===== src/rtl/sram_strobe_pkg.sv =====
package sram_strobe_pkg;

  typedef enum logic [2:0] {
    ST_IDLE,
    ST_READ,
    ST_WSETUP,
    ST_WSTROBE,
    ST_TURN
  } ctl_state_e;

endpackage


===== src/rtl/sram_strobe_fsm.sv =====
module sram_strobe_fsm
  import sram_strobe_pkg::*;
#(
  parameter int READ_CYC    = 3,
  parameter int WSETUP_CYC  = 1,
  parameter int RELEASE_CYC = 2,
  parameter int DATA_CYC    = 2,
  parameter int TURN_CYC    = 2
) (
  input  logic       clk,
  input  logic       rst,
  input  logic       req_valid,
  input  logic       req_write,
  output ctl_state_e state_o,
  output logic       accept_o,
  output logic       last_read_o,
  output logic       data_win_o
);

  localparam int STROBE_CYC = RELEASE_CYC + DATA_CYC;
  localparam int MAX_A      = (READ_CYC > STROBE_CYC) ? READ_CYC : STROBE_CYC;
  localparam int MAX_B      = (WSETUP_CYC > TURN_CYC) ? WSETUP_CYC : TURN_CYC;
  localparam int MAX_CYC    = (MAX_A > MAX_B) ? MAX_A : MAX_B;
  localparam int CNT_W      = (MAX_CYC < 2) ? 1 : $clog2(MAX_CYC);

  ctl_state_e       state_q, state_d;
  logic [CNT_W-1:0] cnt_q, cnt_d;
  logic [CNT_W-1:0] last_idx;
  logic             at_last;

  // index of the final cycle of the current phase
  always_comb begin
    case (state_q)
      ST_READ:    last_idx = CNT_W'(READ_CYC - 1);
      ST_WSETUP:  last_idx = CNT_W'(WSETUP_CYC - 1);
      ST_WSTROBE: last_idx = CNT_W'(STROBE_CYC - 1);
      ST_TURN:    last_idx = CNT_W'(TURN_CYC - 1);
      default:    last_idx = '0;
    endcase
  end

  assign at_last  = (cnt_q == last_idx);
  assign accept_o = req_valid && (state_q == ST_IDLE);

  always_comb begin
    state_d = state_q;
    cnt_d   = cnt_q + 1'b1;
    if (state_q == ST_IDLE) begin
      cnt_d = '0;
      if (req_valid) state_d = req_write ? ST_WSETUP : ST_READ;
    end else if (at_last) begin
      cnt_d = '0;
      case (state_q)
        ST_READ:    state_d = ST_TURN;
        ST_WSETUP:  state_d = ST_WSTROBE;
        ST_WSTROBE: state_d = ST_TURN;
        default:    state_d = ST_IDLE;
      endcase
    end
  end

  always_ff @(posedge clk) begin
    if (rst) begin
      state_q <= ST_IDLE;
      cnt_q   <= '0;
    end else begin
      state_q <= state_d;
      cnt_q   <= cnt_d;
    end
  end

  assign state_o     = state_q;
  assign last_read_o = (state_q == ST_READ) && at_last;
  // host driver waits out the memory's bus-release time inside the strobe
  assign data_win_o  = (state_q == ST_WSTROBE) && (cnt_q >= CNT_W'(RELEASE_CYC));

endmodule


===== src/rtl/sram_strobe_drive.sv =====
module sram_strobe_drive
  import sram_strobe_pkg::*;
(
  input  ctl_state_e state_i,
  input  logic       data_win_i,
  output logic       ready_o,
  output logic       sel_n_o,
  output logic       sel_o,
  output logic       oe_n_o,
  output logic       we_n_o,
  output logic       dq_oe_o
);

  logic selected;

  always_comb begin
    selected = (state_i == ST_READ) || (state_i == ST_WSETUP) ||
               (state_i == ST_WSTROBE);
    ready_o  = (state_i == ST_IDLE);
    sel_n_o  = !selected;
    sel_o    = selected;
    oe_n_o   = (state_i != ST_READ);
    we_n_o   = (state_i != ST_WSTROBE);
    dq_oe_o  = data_win_i;
  end

endmodule


===== src/rtl/sram_strobe_datapath.sv =====
module sram_strobe_datapath #(
  parameter int ADDR_W = 13,
  parameter int DATA_W = 9
) (
  input  logic              clk,
  input  logic              rst,
  input  logic              accept_i,
  input  logic              last_read_i,
  input  logic [ADDR_W-1:0] req_addr,
  input  logic [DATA_W-1:0] req_wdata,
  input  logic [DATA_W-1:0] mem_dq_in,
  output logic [ADDR_W-1:0] mem_addr,
  output logic [DATA_W-1:0] mem_dq_out,
  output logic              rsp_valid,
  output logic [DATA_W-1:0] rsp_rdata
);

  logic [ADDR_W-1:0] addr_q;
  logic [DATA_W-1:0] wdata_q;
  logic [DATA_W-1:0] rdata_q;
  logic              rvalid_q;

  always_ff @(posedge clk) begin
    if (rst) begin
      addr_q   <= '0;
      wdata_q  <= '0;
      rdata_q  <= '0;
      rvalid_q <= 1'b0;
    end else begin
      if (accept_i) begin
        addr_q  <= req_addr;
        wdata_q <= req_wdata;
      end
      if (last_read_i) rdata_q <= mem_dq_in;
      rvalid_q <= last_read_i;
    end
  end

  assign mem_addr   = addr_q;
  assign mem_dq_out = wdata_q;
  assign rsp_valid  = rvalid_q;
  assign rsp_rdata  = rdata_q;

endmodule


===== src/rtl/sram_strobe_ctrl.sv =====
module sram_strobe_ctrl
  import sram_strobe_pkg::*;
#(
  parameter int ADDR_W      = 13,
  parameter int DATA_W      = 9,
  parameter int READ_CYC    = 3,
  parameter int WSETUP_CYC  = 1,
  parameter int RELEASE_CYC = 2,
  parameter int DATA_CYC    = 2,
  parameter int TURN_CYC    = 2
) (
  input  logic              clk,
  input  logic              rst,
  input  logic              req_valid,
  output logic              req_ready,
  input  logic              req_write,
  input  logic [ADDR_W-1:0] req_addr,
  input  logic [DATA_W-1:0] req_wdata,
  output logic              rsp_valid,
  output logic [DATA_W-1:0] rsp_rdata,
  output logic [ADDR_W-1:0] mem_addr,
  output logic              mem_sel_n,
  output logic              mem_sel,
  output logic              mem_oe_n,
  output logic              mem_we_n,
  output logic [DATA_W-1:0] mem_dq_out,
  input  logic [DATA_W-1:0] mem_dq_in,
  output logic              mem_dq_oe
);

  ctl_state_e state;
  logic       accept;
  logic       last_read;
  logic       data_win;

  sram_strobe_fsm #(
    .READ_CYC   (READ_CYC),
    .WSETUP_CYC (WSETUP_CYC),
    .RELEASE_CYC(RELEASE_CYC),
    .DATA_CYC   (DATA_CYC),
    .TURN_CYC   (TURN_CYC)
  ) u_fsm (
    .clk        (clk),
    .rst        (rst),
    .req_valid  (req_valid),
    .req_write  (req_write),
    .state_o    (state),
    .accept_o   (accept),
    .last_read_o(last_read),
    .data_win_o (data_win)
  );

  sram_strobe_drive u_drive (
    .state_i   (state),
    .data_win_i(data_win),
    .ready_o   (req_ready),
    .sel_n_o   (mem_sel_n),
    .sel_o     (mem_sel),
    .oe_n_o    (mem_oe_n),
    .we_n_o    (mem_we_n),
    .dq_oe_o   (mem_dq_oe)
  );

  sram_strobe_datapath #(
    .ADDR_W(ADDR_W),
    .DATA_W(DATA_W)
  ) u_dp (
    .clk        (clk),
    .rst        (rst),
    .accept_i   (accept),
    .last_read_i(last_read),
    .req_addr   (req_addr),
    .req_wdata  (req_wdata),
    .mem_dq_in  (mem_dq_in),
    .mem_addr   (mem_addr),
    .mem_dq_out (mem_dq_out),
    .rsp_valid  (rsp_valid),
    .rsp_rdata  (rsp_rdata)
  );

endmodule


===== config.mk =====
export PLATFORM = sky130hd
export DESIGN_NAME = sram_strobe_ctrl
export DESIGN_NICKNAME = d
export VERILOG_FILES = /design/src/rtl/sram_strobe_pkg.sv /design/src/rtl/sram_strobe_fsm.sv /design/src/rtl/sram_strobe_drive.sv /design/src/rtl/sram_strobe_datapath.sv /design/src/rtl/sram_strobe_ctrl.sv
export SDC_FILE = /design/constraint.sdc
export NUM_CORES = 1
export LEC_CHECK = 0
export ABC_AREA = 1
export BUFFER_PORTS_ARGS = -buffer_cell sky130_fd_sc_hd__buf_2
export CORE_UTILIZATION = 45
export DETAILED_ROUTE_END_ITERATION = 7
export PLACE_DENSITY_LB_ADDON = 0.2
export RECOVER_POWER = 100
export REMOVE_ABC_BUFFERS = 1
export SLEW_MARGIN = 40
export SYNTH_ARGS = -nofsm -noshare
export SYNTH_HDL_FRONTEND = slang
export SYNTH_HIERARCHICAL = 1
export SYNTH_SLANG_ARGS = --single-unit

===== constraint.sdc =====
create_clock -name clk -period 2.1 [get_ports clk]
set_input_delay 0.315 -clock clk [delete_from_list [all_inputs] [get_ports clk]]
set_output_delay 0.315 -clock clk [all_outputs]
set_load 0.1 [all_outputs]

Word level (Yosys, flattened, before mapping)
Cells that the tools add are included.
{"block": "classes", "muxes": 6, "magnitude_cmp": 1, "reduce_logical": 11, "eq_ne": 8, "add_sub_neg": 1}
{"op": "3-bit two-way mux", "n": 3}
{"op": "3-bit by 2-bit == test with 1-bit output (second input constant)", "n": 2}
{"op": "2-bit case mux with 3 select lines", "n": 1}
{"op": "3-bit case mux with 2 select lines", "n": 1}
{"op": "3-bit by 1-bit == test with 1-bit output (second input constant)", "n": 1}
{"op": "3-bit == test (second input constant)", "n": 1}
{"op": "1-bit logical AND", "n": 3}
{"op": "3-bit logical NOT", "n": 1}
{"op": "3-bit by 1-bit inequality test with 1-bit output (second input constant)", "n": 1}
{"op": "3-bit by 2-bit inequality test with 1-bit output (second input constant)", "n": 1}
{"op": "3-bit OR reduction", "n": 1}
{"op": "2-bit by 1-bit adder with 2-bit output (second input constant)", "n": 1}
{"op": "2-bit == test", "n": 1}
{"op": "2-bit >= comparator (second input constant)", "n": 1}
{"op": "1-bit logical OR", "n": 2}
{"op": "2-bit two-way mux", "n": 1}
{"op": "2-bit inequality test (second input constant)", "n": 1}
{"op": "2-bit AND reduction", "n": 1}
{"op": "2-bit nonzero test", "n": 1}
{"op": "2-bit OR reduction", "n": 1}
{"op": "1-bit logical NOT", "n": 1}
{"block": "word_totals", "reg_bits": 37, "input_bits": 35}

Longest topological paths before layout
Gate-level depths: netlist of the first run.
{"block": "logic_depth", "depth_word": 5, "depth_mapped": 10, "depth_no_buf": 9}

Cells and area by module
Netlist of the first run, hierarchy kept.
{"mod": "sram_strobe_datapath", "seq_area_each_um2": 640.6, "instances": 1, "cells_per_inst": 200, "area_per_inst_um2": 1323.8}
{"mod": "sram_strobe_fsm", "seq_area_each_um2": 100.1, "instances": 1, "cells_per_inst": 49, "area_per_inst_um2": 314.1}
{"mod": "sram_strobe_drive", "seq_area_each_um2": 0.0, "instances": 1, "cells_per_inst": 11, "area_per_inst_um2": 47.5}

Worst setup path before layout of the first run
Ideal clock, no wire load.
{"block": "synth_path", "path_kind": "flip-flop to output port", "startpoint": "reg u_fsm.state_q[0] (netlist: u_fsm/state_o[0])", "endpoint": "out mem_sel", "arrival_ns": 1.750, "required_ns": 1.785, "path_buffers": 0, "stages_incl_launch_ff": 3, "path_slack_ns": 0.035, "cell_sequence": "dfxtp_1 nor2_1 nor2_1"}
{"block": "synth_between", "elab_chain_cells": 3, "elab_cells_between_ends": 5, "cone_classes": "eq/ne (3); reduce/logical (2)"}
{"item": "start: declaration", "line_no": "sram_strobe_fsm.sv:26", "text": "ctl_state_e state_q, state_d;"}
{"item": "start signal: assignment", "line_no": "sram_strobe_fsm.sv:67", "text": "state_q <= state_d;"}
{"item": "3-bit by 1-bit == test with 1-bit output or 3-bit by 2-bit == test with 1-bit output (tied branches)", "line_no": "sram_strobe_drive.sv:17", "text": "selected = (state_i == ST_READ) || (state_i == ST_WSETUP) ||"}
{"item": "1-bit logical OR", "line_no": "sram_strobe_drive.sv:17"}
{"item": "1-bit logical OR (*)", "line_no": "sram_strobe_drive.sv:17"}
{"item": "end: declaration", "line_no": "sram_strobe_ctrl.sv:23", "text": "output logic mem_sel,"}
Mark *: on every way between the ends. The rest lies on a longest branch, timed or not.

Worst setup path in the final report of the first run
{"block": "layout_path", "startpoint": "reg u_fsm.state_q[0] (netlist: u_fsm/state_o[0])", "endpoint": "out mem_dq_oe"}
{"block": "layout_between", "elab_chain_cells": 2}
{"item": "3-bit by 2-bit == test with 1-bit output", "line_no": "sram_strobe_fsm.sv:75", "text": "assign data_win_o = (state_q == ST_WSTROBE) && (cnt_q >= CNT_W'(RELEASE_CYC));"}
{"item": "1-bit logical AND", "line_no": "sram_strobe_fsm.sv:75"}
{"item": "end: declaration", "line_no": "sram_strobe_ctrl.sv:28", "text": "output logic mem_dq_oe"}
Every way passes these cells.

==> results of run 1 <==
## per-stage QoR
| step | area (um^2) | setup slack [ps] |
|---|---|---|
| final | 2080 | 261 |
| after global routing | 2080 | 149 |
| after CTS | 2130 | 276 |
| after detailed placement | 2050 | 405 |
| after global placement | 2050 | 438 |
| after floorplan | 1590 | -462 |
## flip-flops by register name, indices dropped and copies added, names as in the netlist
name / cells
u_dp/mem_addr: 13
u_dp/mem_dq_out: 9
u_dp/rsp_rdata: 9
u_fsm/state_o: 3
u_fsm/cnt_q: 2
u_dp/rsp_valid: 1
## cell usage in the layout, fill, tap and decap left out, types with 2 or more instances in the layout
cell type | synthesis | routed
inv_1 | 44 | 44
buf_2 | 3 | 34
dfxtp_1 | 37 | 37
nand2_2 | 3 | 2
clkbuf_8 | 0 | 6
o21ai_0 | 2 | 2
nor2_2 | 2 | 2
clkbuf_2 | 0 | 6
buf_4 | 2 | 2
nand3_1 | 9 | 9
nor2_1 | 73 | 73
nand2_1 | 74 | 75
clkbuf_1 | 0 | 33
## cell families (layout without fill, tap and decap cells)
family | Yosys count | in the layout
AND/OR/NAND/NOR | 163 | 163
buffers and inverters | 56 | 127
flip-flops | 37 | 37
AO/OA/AOI/OAI | 3 | 3
adder cells (fa/ha/maj) | 1 | 1
## worst paths after layout
check	from	endpoint	slack, ps	cells after the start
worst min-delay path	rst	u_fsm/state_o[2]$_SDFFE_PP0P_	240	2
worst max-delay path	u_fsm/state_o[0]$_SDFFE_PP0P_	mem_dq_oe	260	3
worst min register to register	u_fsm/cnt_q[0]$_SDFF_PP0_	u_fsm/cnt_q[0]$_SDFF_PP0_	440	1
worst max register to register	u_fsm/state_o[0]$_SDFFE_PP0P_	u_dp/rsp_rdata[4]$_SDFFE_PP0P_	350	10
## synthesized netlist by cell type
master	n	area share, %
nand2_1	74	16
nor2_1	73	16
inv_1	44	9.8
dfxtp_1	37	44
nand3_1	9	2.7
buf_6	6	4.0
buf_2	3	0.89
nand2_2	3	1.1
buf_4	2	0.89
nor2_2	2	0.74
o21ai_0	2	0.59
a21oi_2	1	0.52
ha_1	1	0.74
inv_2	1	0.22
nand4_2	1	0.74
nor4_1	1	0.37
## area by class of cell
cell class	count	area (um^2)
Timing Repair Buffer	75	355
Clock buffer	7	86.3
Multi-Input combinational cell	167	676
Tap cell	46	57.6
Sequential cell	37	741
Fill cell	383	1380
Inverter	45	169
## worst register-to-register path: stages (launching register included)
cell and delay (ps):
dfxtp_1 500, inv_1 110, nand3_1 110, nand2_1 70, nand2_2 70, nand3_1 100, nor4_1 220, buf_4 280
nand2_1 80, nand2_1 60, nor2_1 50
## layer usage
layer,up-vias,part of all wire (%)
li1,884,-
met1,632,47
met3,5,6.1
met4,0,1.6
met2,46,45
met5,-,0
==> summary.txt, run 1 <==
Largest family of logic cells by synthesized area: simple AND/OR/NAND/NOR gates
Final Hold Fails: 0
Post-Syn Area: 1690 um^2
Overall Global Routing Usage: 17.4%
Initial Utilization: 48.6%
Cts repair resizes: 0
Rows: 21
Mux contribution to synthesized area: 0%
Status: complete, no violations
Global routing met2 resource utilization: 28.6%
Die Y: 63.2 um
Setup TNS: 0 ps
Met3 Use GR: 3.99%
Post-synthesis simple-gate area fraction: 38.4%
I/O Pins: 73
Slowest stage cell, crit path: dfxtp_1
Nets: 367
Area fraction in compound gates after synthesis: 1.11%
GRT overflow: 0
Vias: 1567
Critical Setup Path Class: flop to output port
Worst path required time: 1780 ps
Slew @ Worst Pin: 1190 ps
Die area: 3990 um^2
Post-layout util: 60.1%
Mean Syn Cell Area: 6.48 um^2
Synthesis Warnings: 6
Clock Skews: 1.30 ps
Slew Limit Headroom: 20.7%
Post-synthesis cell type count: 16
Final period util: 87.6%
CTS clk-pin slew, worst paths: 60 ps
PortBufs: 72
Placed Cells: 370
Layout Cells excl Fill: 377
DR iter-0 viols: 67
Grt met1 use: 21.2%
DR WL/cell: 8.41 um
Root Driver: clkbuf_8
Max FO, Critical Path: 10
Min-Delay Path Class: input pin to flop
Vias in the first global route: 1333
Gpl congestion: 0.843
Min cycle time layout: 1840 ps
Largest net degree at the start of global routing: 45
Clock buffer depth: 2
Post-route ant nets: 0
Sequential share of the synthesized area: 43.9%
Die Wd: 63.2 um
Synth Area in Adders: 0.742%
Routed vias/inst: 4.16
Fin. max-slew vios: 0
Setup crit start kind: flop
CTS sink count: 37
CP cell instances: nand3_1 -> nor2_1 -> clkbuf_2
Setup violators final: 0
Routed WL: 3.17 mm
Area Overhead vs Synth: 23.7%
Hold Slack: 236 ps
Worst-Skew Late Latency: 270 ps
CP Buf/Inv Count: 1
MaxCap Viol Count: 0
CTS HTree Levels: 2
Post-DP HPWL: 2.27 mm
RSZ-0062 raised after global routing: no
Global routing's busiest layer: met2
Fmax: 0.544 GHz
TritonRoute pass-1 iters: 4
DRC: 0
Initial antenna violation count: 0
CP endpoint kind: output port
Setup Fix Bufs, Post-CTS: 0
Delay-heaviest family, CP: flip-flops
Worst EP arrival: 1520 ps
CTS tree: done
Synthesized flop and latch total: 37
Synth Area in XOR/XNOR: 0%
Largest stage delay on the critical path: 500 ps
First-pass GRT wire length: 5.51 mm
Share of cells above drive strength 1: 16.9%
ANT cells: 0
Cts bufs inserted: 5
Core box area: 3470 um^2
Hold-fix buffers, CTS: 0
Synth Instances: 260
Power of run 1 is left out: the tool's default activity adds up to more than one toggle a clock period on the data nets, which glitch-free logic cannot reach.
==> run 2, diff against run 1 <==
==> constraint.sdc (replaced) <==
create_clock -name clk -period 1.9 [get_ports clk]
set_input_delay 0.285 -clock clk [delete_from_list [all_inputs] [get_ports clk]]
set_output_delay 0.285 -clock clk [all_outputs]
set_load 0.1 [all_outputs]
==> run 2 against run 1 <==
  * Global-route usage rose by 0.34 points
  * Hold slack got worse by 28 ps
  * Cell count grew 0.27%
  * Utilization up 2.2 points
==> summary.txt, run 2 (synthesis results as in run 1) <==
Clock Skews: 4.97 ps
Fin. max-slew vios: 0
Max FFs per register: 13
Worst EP arrival: 1470 ps
Multi-input gate area: 679 um^2
Cts bufs inserted: 5
Leading cell type in the layout, fill and taps excluded: nand2_1
CTS sink count: 37
RSZ-0062 raised after global routing: no
# fillers: 345
Min-Delay Path Class: input pin to flop
DRC: 0
Final Hold Fails: 0
Die Wd: 63.2 um
Root Driver: clkbuf_8
Status: complete, no violations
Min cycle time layout: 1760 ps
Initial Utilization: 48.6%
Hold Slack: 208 ps
Routed WL: 3.13 mm
Setup crit start kind: flop
Area Overhead vs Synth: 28.1%
Vias in the first global route: 1372
Gpl congestion: 0.850
Share of cells above drive strength 1: 27.1%
First-pass GRT wire length: 5.61 mm
ANT cells: 0
Critical Setup Path Class: flop to output port
MaxCap Viol Count: 0
Nets: 367
Final period util: 92.6%
Overall Global Routing Usage: 17.7%
Slew @ Worst Pin: 552 ps
TritonRoute pass-1 iters: 6
Max FO, Critical Path: 9
Die Y: 63.2 um
Die area: 3990 um^2
DR WL/cell: 8.28 um
Vias: 1600
Worst-Skew Late Latency: 280 ps
I/O Pins: 73
CP endpoint kind: output port
Register area: 742 um^2
Rows: 21
Fmax: 0.569 GHz
Setup violators final: 0
GRT overflow: 0
Routed vias/inst: 4.23
Core box area: 3470 um^2
Most frequent cells in the layout: nand2_1 (76), nor2_1 (73), inv_1 (44)
Clock buffer depth: 2
CTS tree: done
Post-DP HPWL: 2.26 mm
Initial antenna violation count: 0
CTS HTree Levels: 2
DR iter-0 viols: 108
Largest net degree at the start of global routing: 45
Worst path required time: 1620 ps
PortBufs: 72
Slew Limit Headroom: 63.4%
Post-route ant nets: 0
CTS clk-pin slew, worst paths: 60 ps
run 2: cell types whose count changed in the layout (fill, tap and decap cells not counted), sizes merged:
cell	before	now
bufinv	0	1
run 2: final timing paths:
path	start	to	slack, ps	cells past startpoint
hold reg to reg	u_fsm/cnt_q[0]$_SDFF_PP0_	u_fsm/cnt_q[0]$_SDFF_PP0_	440	1
setup / recovery	u_fsm/state_o[1]$_SDFFE_PP0P_	mem_dq_oe	140	3
setup reg to reg	u_fsm/state_o[1]$_SDFFE_PP0P_	u_dp/rsp_rdata[6]$_SDFFE_PP0P_	260	10
hold / removal	rst	u_fsm/state_o[2]$_SDFFE_PP0P_	210	2
run 2: final cells by class:
| class | instances | share of cell area (%) |
|---|---|---|
| clock buffer | 7 | 4.00 |
| clock inverter | 1 | 1.39 |
| tap | 46 | 2.67 |
| inverter | 45 | 7.82 |
| multi-input combinational | 167 | 31.5 |
| timing repair buffer | 75 | 18.3 |
| sequential | 37 | 34.4 |
run 2: critical path: stages, from the launching register on:
cell and delay, ps:
dfxtp_1 490, nand3_1 170, nor2_1 110, buf_2 430
run 2: per-layer routing:
layer	share of wire (%)	global-route usage, %	wire length (um)	up-vias
li1	-	-	-	886
met1	47	21.9	1480	660
met2	45	28.6	1400	47
met3	5.8	3.99	180	7
met4	2.1	9.38	67	0
met5	0	0	0	-
run 2: repair_timing:
action | 4_1_cts | 5_1_grt
endpoints found under the setup margin | 0 | 8
buffers inserted | 0 | 0
resized for setup | 0 | 1
hold buffers | 0 | 0
run 2: per-stage QoR:
| stage | instance area (um^2) | TNS [ps] | util (%) | cells | setup WS (ps) |
|---|---|---|---|---|---|
| 3_3_place_gp | 2060 | 0 | 59.4 | 370 | 241 |
| 6_report | 2160 | 0 | 62.3 | 378 | 141 |
| 3_5_place_dp | 2060 | 0 | 59.4 | 370 | 240 |
| 4_1_cts | 2180 | 0 | 62.7 | 378 | 110 |
| 5_1_grt | 2160 | 0 | 62.3 | 378 | 15.2 |
| 2_1_floorplan | 1590 | -7020 | - | 249 | -662 |
Power of run 2 is left out for the same reason.
